$ cat src/rtl/mstatus_pkg.sv
package mstatus_pkg;

  // Field positions are fixed: trap, translation and FP logic decode them.
  localparam int unsigned UIE_B  = 0;
  localparam int unsigned SIE_B  = 1;
  localparam int unsigned MIE_B  = 3;
  localparam int unsigned UPIE_B = 4;
  localparam int unsigned SPIE_B = 5;
  localparam int unsigned MPIE_B = 7;
  localparam int unsigned SPP_B  = 8;
  localparam int unsigned MPP_LO = 11;
  localparam int unsigned FS_LO  = 13;
  localparam int unsigned XS_LO  = 15;
  localparam int unsigned MPRV_B = 17;
  localparam int unsigned SUM_B  = 18;
  localparam int unsigned MXR_B  = 19;

  // Low-word masks (fields below bit 20); the top bit is handled per width.
  localparam logic [31:0] MPP_M   = 32'h0000_1800;
  localparam logic [31:0] FS_M    = 32'h0000_6000;
  localparam logic [31:0] XS_M    = 32'h0001_8000;
  localparam logic [31:0] M_WR_M  = 32'h000E_79AA;
  localparam logic [31:0] S_VIS_M = 32'h000D_E133;
  localparam logic [31:0] XLAT_M  = 32'h000E_1800;

  typedef enum logic [1:0] {
    PRIV_U   = 2'd0,
    PRIV_S   = 2'd1,
    PRIV_RSV = 2'd2,
    PRIV_M   = 2'd3
  } priv_e;

  function automatic logic mpp_ok(input logic [1:0] v, input bit has_s, input bit has_u);
    case (priv_e'(v))
      PRIV_M:  mpp_ok = 1'b1;
      PRIV_S:  mpp_ok = has_s;
      PRIV_U:  mpp_ok = has_u;
      default: mpp_ok = 1'b0;
    endcase
  endfunction

endpackage

$ cat src/rtl/mstatus_legalize.sv
module mstatus_legalize
  import mstatus_pkg::*;
#(
  parameter int unsigned XLEN      = 32,
  parameter bit          HAS_SMODE = 1'b1,
  parameter bit          HAS_UMODE = 1'b1
) (
  input  logic [XLEN-1:0] cur,
  input  logic            wr_en,
  input  logic            wr_sup,
  input  logic [XLEN-1:0] wr_data,
  input  logic            ld_en,
  input  logic            ld_mie,
  input  logic            ld_mpie,
  input  logic [1:0]      ld_mpp,
  output logic [XLEN-1:0] nxt,
  output logic            upd
);

  localparam int unsigned SD_B = XLEN - 1;
  localparam logic [XLEN-1:0] SD_M   = {1'b1, {(XLEN-1){1'b0}}};
  localparam logic [XLEN-1:0] WR_M   = XLEN'(M_WR_M);
  localparam logic [XLEN-1:0] SV_M   = XLEN'(S_VIS_M) | SD_M;
  localparam logic [XLEN-1:0] MPP_XM = XLEN'(MPP_M);

  logic [XLEN-1:0] merged;
  logic [XLEN-1:0] wmask;
  logic [XLEN-1:0] wr_val;
  logic [XLEN-1:0] ld_val;
  logic [XLEN-1:0] pre;
  logic [1:0]      fs_n;
  logic [1:0]      xs_n;

  // View merge: a supervisor write keeps machine-only bits from the old value.
  always_comb begin
    if (wr_sup) merged = (cur & ~SV_M) | (wr_data & SV_M);
    else        merged = wr_data;
  end

  always_comb begin
    wmask = WR_M;
    if (!mpp_ok(merged[MPP_LO +: 2], HAS_SMODE, HAS_UMODE)) wmask = wmask & ~MPP_XM;
    wr_val = (cur & ~wmask) | (merged & wmask);
  end

  always_comb begin
    ld_val          = cur;
    ld_val[MIE_B]   = ld_mie;
    ld_val[MPIE_B]  = ld_mpie;
    if (mpp_ok(ld_mpp, HAS_SMODE, HAS_UMODE)) ld_val[MPP_LO +: 2] = ld_mpp;
  end

  always_comb begin
    if (ld_en)      pre = ld_val;
    else if (wr_en) pre = wr_val;
    else            pre = cur;
    fs_n = pre[FS_LO +: 2];
    xs_n = pre[XS_LO +: 2];
    nxt  = pre;
    nxt[SD_B] = (fs_n == 2'b11) || (xs_n == 2'b11);
  end

  assign upd = wr_en | ld_en;

endmodule

$ cat src/rtl/mstatus_flush_gen.sv
module mstatus_flush_gen
  import mstatus_pkg::*;
#(
  parameter int unsigned XLEN = 32
) (
  input  logic            clk,
  input  logic            rst_n,
  input  logic            upd,
  input  logic [XLEN-1:0] cur,
  input  logic [XLEN-1:0] nxt,
  output logic            flush_o
);

  localparam logic [XLEN-1:0] XL_M = XLEN'(XLAT_M);

  logic flush_d;
  logic flush_q;

  always_comb begin
    flush_d = upd && (((nxt ^ cur) & XL_M) != '0);
  end

  always_ff @(posedge clk or negedge rst_n) begin
    if (!rst_n) flush_q <= 1'b0;
    else        flush_q <= flush_d;
  end

  assign flush_o = flush_q;

  // no pulse without an update in the previous cycle
  p_flush_needs_upd_r8: assert property (@(posedge clk) disable iff (!rst_n)
    !upd |=> !flush_q);

endmodule

$ cat src/rtl/mstatus_csr.sv
module mstatus_csr
  import mstatus_pkg::*;
#(
  parameter int unsigned XLEN      = 32,
  parameter bit          HAS_SMODE = 1'b1,
  parameter bit          HAS_UMODE = 1'b1
) (
  input  logic            clk,
  input  logic            rst_n,
  input  logic            wr_en,
  input  logic            wr_sup,
  input  logic [XLEN-1:0] wr_data,
  input  logic            ld_en,
  input  logic            ld_mie,
  input  logic            ld_mpie,
  input  logic [1:0]      ld_mpp,
  output logic [XLEN-1:0] mstatus_o,
  output logic [XLEN-1:0] sstatus_o,
  output logic            flush_o
);

  localparam logic [XLEN-1:0] SD_M    = {1'b1, {(XLEN-1){1'b0}}};
  localparam logic [XLEN-1:0] SV_M    = XLEN'(S_VIS_M) | SD_M;
  localparam logic [XLEN-1:0] FIELD_M = XLEN'(M_WR_M | S_VIS_M) | SD_M;
  localparam logic [XLEN-1:0] XL_M    = XLEN'(XLAT_M);
  localparam logic [XLEN-1:0] RST_V   = XLEN'(MPP_M);

  logic [XLEN-1:0] st_q;
  logic [XLEN-1:0] st_d;
  logic            st_en;

  mstatus_legalize #(
    .XLEN      (XLEN),
    .HAS_SMODE (HAS_SMODE),
    .HAS_UMODE (HAS_UMODE)
  ) u_legal (
    .cur     (st_q),
    .wr_en   (wr_en),
    .wr_sup  (wr_sup),
    .wr_data (wr_data),
    .ld_en   (ld_en),
    .ld_mie  (ld_mie),
    .ld_mpie (ld_mpie),
    .ld_mpp  (ld_mpp),
    .nxt     (st_d),
    .upd     (st_en)
  );

  always_ff @(posedge clk or negedge rst_n) begin
    if (!rst_n)     st_q <= RST_V;
    else if (st_en) st_q <= st_d;
  end

  mstatus_flush_gen #(
    .XLEN (XLEN)
  ) u_flush (
    .clk     (clk),
    .rst_n   (rst_n),
    .upd     (st_en),
    .cur     (st_q),
    .nxt     (st_d),
    .flush_o (flush_o)
  );

  assign mstatus_o = st_q;
  assign sstatus_o = st_q & SV_M;

  // bits outside every defined field never become set
  p_undef_zero_r2: assert property (@(posedge clk) disable iff (!rst_n)
    (mstatus_o & ~FIELD_M) == '0);

  // the reserved previous-privilege value is never stored
  p_mpp_no_rsv_r3: assert property (@(posedge clk) disable iff (!rst_n)
    mstatus_o[MPP_LO +: 2] != 2'b10);

  // mode-dependent MPP legality
  generate
    if (!HAS_SMODE) begin : g_no_s
      p_mpp_no_s_r4: assert property (@(posedge clk) disable iff (!rst_n)
        mstatus_o[MPP_LO +: 2] != 2'b01);
    end
    if (!HAS_UMODE) begin : g_no_u
      p_mpp_no_u_r4: assert property (@(posedge clk) disable iff (!rst_n)
        mstatus_o[MPP_LO +: 2] != 2'b00);
    end
  endgenerate

  // summary bit agrees with the dirty fields
  p_sd_track_r5: assert property (@(posedge clk) disable iff (!rst_n)
    mstatus_o[XLEN-1] == ((mstatus_o[FS_LO +: 2] == 2'b11) || (mstatus_o[XS_LO +: 2] == 2'b11)));

  // supervisor writes leave machine-only fields alone
  p_sup_keeps_m_r7: assert property (@(posedge clk) disable iff (!rst_n)
    (wr_en && wr_sup && !ld_en) |=> ($stable(mstatus_o[MIE_B]) && $stable(mstatus_o[MPIE_B])
      && $stable(mstatus_o[MPP_LO +: 2]) && $stable(mstatus_o[MPRV_B])));

  // a pulse means translation fields changed, and its absence means they did not
  p_flush_cause_r8: assert property (@(posedge clk) disable iff (!rst_n)
    flush_o |-> (((mstatus_o ^ $past(mstatus_o)) & XL_M) != '0));
  p_flush_missing_r8: assert property (@(posedge clk) disable iff (!rst_n)
    !flush_o |-> (((mstatus_o ^ $past(mstatus_o)) & XL_M) == '0));

  // idle cycles hold the register
  p_hold_r10: assert property (@(posedge clk) disable iff (!rst_n)
    (!wr_en && !ld_en) |=> $stable(mstatus_o));

endmodule

$ cat config.mk
export PLATFORM = sky130hd
export DESIGN_NAME = mstatus_csr
export DESIGN_NICKNAME = d
export VERILOG_FILES = /design/src/rtl/mstatus_pkg.sv /design/src/rtl/mstatus_legalize.sv /design/src/rtl/mstatus_flush_gen.sv /design/src/rtl/mstatus_csr.sv
export SDC_FILE = /design/constraint.sdc
export NUM_CORES = 1
export LEC_CHECK = 0
export BUFFER_PORTS_ARGS = -buffer_cell sky130_fd_sc_hd__buf_2
export CAP_MARGIN = 20
export CORE_UTILIZATION = 33
export DETAILED_ROUTE_END_ITERATION = 10
export PLACE_DENSITY = 0.85
export SLEW_MARGIN = 20
export SYNTH_ARGS = -nofsm -noshare
export SYNTH_HDL_FRONTEND = slang
export SYNTH_SLANG_ARGS = --single-unit
$ cat constraint.sdc
create_clock -name clk -period 1.3 [get_ports clk]
set_input_delay 0.26 -clock clk [delete_from_list [all_inputs] [get_ports clk]]
set_output_delay 0.26 -clock clk [all_outputs]
set_load 0.02 [all_outputs]
==> metrics.md <==
| Metric | Value |
|---|---|
| Startpoint type of the worst setup path | flop |
| Fill count | between 300 and 400 |
| Yosys top cell area share | 0.346 |
| Total global routing overflow | 0 |
| Vias in the first global route | a little over 700 |
| Worst Path Max Fanout | 3 |
| #FFs+latches synth | 14 |
| Ys Warns | 0 |
| Layout cells sized above 1 | 0.324 |
| Ant. Diodes | 0 |
| Compound-gate portion of the synthesized area | 0.0825 |
| Final period util | 1.06 |
| Post-Synth Simple-Gate Area | 0.153 |
| Cells after synthesis | roughly 130 |
| Antenna violations before repair | 0 |
| Post-synthesis sequential area ratio | 0.319 |
| Total wire length | between 2000 and 2500 microns |
| Top cells by count, synth | 51 x buf_4, 24 x nand2_1, 12 x dfrtp_1 |
| Final antenna-violating net count | 0 |
| P per Cell Area | between 1000 and 1500 nW/um^2 |
| Synth unique cells | 23 |
| Mux contribution to synthesized area | 0.0565 |
| Failing checks | setup timing |
| DR WL/cell | 9.65 microns |
| Area occupied by multi-input gates | 514 sq um |
| Leakage power | between 0.7 and 0.8 nW |
| Vias/cell | approximately 4 |
| Chip Height | 59.9 microns |
| Worst Hold Class | input port to flop |
| Max Cap Viol | 0 |
| H-tree Lvls | 1 |
| Nets | around 220 |
| First-pass GRT wire length | 3250 microns |
| Drc violations | 0 |
| # rows | 20 |
| CTS clk-pin slew, worst paths | ~0.090 ns |
| Clock buffer count from CTS | 3 |
| Xor/xnor cell area share of the yosys netlist | 0.0237 |
| Netlist area before placement | between 1000 and 1500 sq um |
| Via Count | 850 |
| Fmax | just over 700 MHz |
| Count leader, synth | buf_4 |
| CTS Buffer Depth | 2 |
| Power Total | between 1 and 1.5 mW |
| Post-synth EDFFs | 0 |
| Final slew viol count | 0 |
| P&R area growth vs syn | 11.4% |
| Gpl congestion | 0.869 |
| Final setup violating endpoints | 2 |
| WP data arrival | ~1.5 ns |
| GRT Total Usage | 0.125 |
| HP Start | wr_data[1] |
| Register Area | approximately 350 sq um |
| Worst skew pair latency | approximately 0.28 ns |
| Hold_ws | ~0.16 ns |
| Setup ws final | -0.0773 ns |
| Die width | ~60 microns |
| Tmin final | approximately 1.4 ns |
| IO Count | 106 |
| Router iterations before antenna repair | 5 |
| Die area | 3590 sq um |
| Adder-cell area share of the yosys netlist | 0 |
| Largest net degree at the start of global routing | 15 |
| Core region area | ~3100 sq um |
| Peak VDD IR | about 0.55 mV |
| Root Buffer | clkbuf_4 |
| Port Buf Inserts | 42 |
| CP startpoint | mstatus_o[11] |
| Fin Clk Skew | ~0.00027 ns |
| Synth async-reset ratio | 1.00 |
| Required time worst endpoint | between 1 and 1.5 ns |
| DP Wirelength | 1600 microns |
| Dominant cell type by area after synthesis | buf_4 |
| Worst Setup End Kind | flop |
| Status | finished, violations left |
| Finished layout cell area | between 1000 and 1500 sq um |
| Initial DRC Count | 40 |
| Placed Instance Area | approximately 1200 sq um |
| Initial core utilization | 0.354 |
| Ys flop type | dfrtp_1 |
| Avg Cell Area, Syn | 8.45 sq um |
| RSZ-0062 raised after global routing | true |
| Most area-consuming cells after synthesis | buf_4 35%, dfrtp_1 27%, nand2_1 8.1% |
| RR Startpoint | mstatus_o[11] |
| Crit path kind | flop to flop |
| Hold Vio Cnt, Final | 0 |
| CTS tree | built |
| Largest family of logic cells by synthesized area | buffers and inverters |
| Sink Count | 14 |
-- layout by cell type (no fill, tap or decap), types with 2 or more instances in the layout --
| cell type | n |
|---|---|
| nor2b_1 | 4 |
| o211ai_1 | 2 |
| dfstp_2 | 2 |
| buf_4 | 7 |
| o21ai_0 | 7 |
| conb_1 | 43 |
| buf_2 | 40 |
| nor3_1 | 2 |
| nor2_1 | 2 |
| nand2b_1 | 3 |
| buf_6 | 2 |
| a21oi_1 | 2 |
| xnor2_1 | 3 |
| nand3_1 | 2 |
| nand2_1 | 24 |
| clkbuf_4 | 3 |
| dfrtp_1 | 12 |
| mux2i_1 | 4 |
-- where the power goes --
group	internal (mW)	switching, mW
combinational	0.180	0.352
clock	0.119	0.149
sequential	0.497	0.0436
-- cell type report --
class | count | area share
timing repair buffer | 50 | 0.231
sequential | 14 | 0.286
multi-input combinational | 105 | 0.417
tap | 44 | 0.0446
clock buffer | 4 | 0.0213
-- per-layer routing --
metal	vias to the layer above	routed length, microns	global-route usage
met2	50	1030	0.202
met4	0	27	0.0465
met1	380	851	0.155
li1	416	-	-
met5	-	0	0
met3	4	186	0.0411
-- through the flow --
step                setup TNS (ns)  utilization  cells  setup slack, ns
floorplan                   -0.112            -    173           -0.112
global placement           -0.0709        0.376    211          -0.0709
detailed placement         -0.0757        0.376    211          -0.0757
CTS                         -0.144        0.393    217          -0.0903
global route                -0.259        0.394    217           -0.163
finish                      -0.122        0.394    217          -0.0773
-- path summary, 6_finish.rpt --
| check | end | slack (ns) | cells after the start |
|---|---|---|---|
| setup / recovery | u_flush.flush_o | -0.08 | 3 |
| max in group asynchronous | mstatus_o[12] | 0.60 | 2 |
| setup reg to reg | u_flush.flush_o | -0.08 | 3 |
| hold reg to reg | flop | 0.50 | 2 |
| min in group asynchronous | asynchronous set/reset pin | 0.41 | 2 |
| hold / removal | flop | 0.16 | 3 |
-- kinds of logic (layout without fill, tap and decap cells) --
family | count (synthesis) | count (layout)
AOI/OAI and AO/OA | 15 | 15
xor gates and xnor gates | 3 | 3
buffers and inverters | 54 | 54
DFF | 14 | 14
muxes | 6 | 6
other | 1 | 43
and+or+nand+nor | 38 | 38
-- worst max-delay path, stage by stage (launching register included) --
cell and delay (ns):
dfstp_2 0.56, mux2_4 0.30, a222oi_1 0.29, nand3_1 0.11
-- timing repair --
| item | CTS | global route |
|---|---|---|
| setup buffers | 1 | 0 |
| setup endpoints to repair | 3 | 3 |
| hold buffers | 1 | 0 |
| resized for setup | 3 | 1 |
| endpoints found under the hold margin | 12 | 0 |
Note: power is estimated with default switching activity, not from simulation.
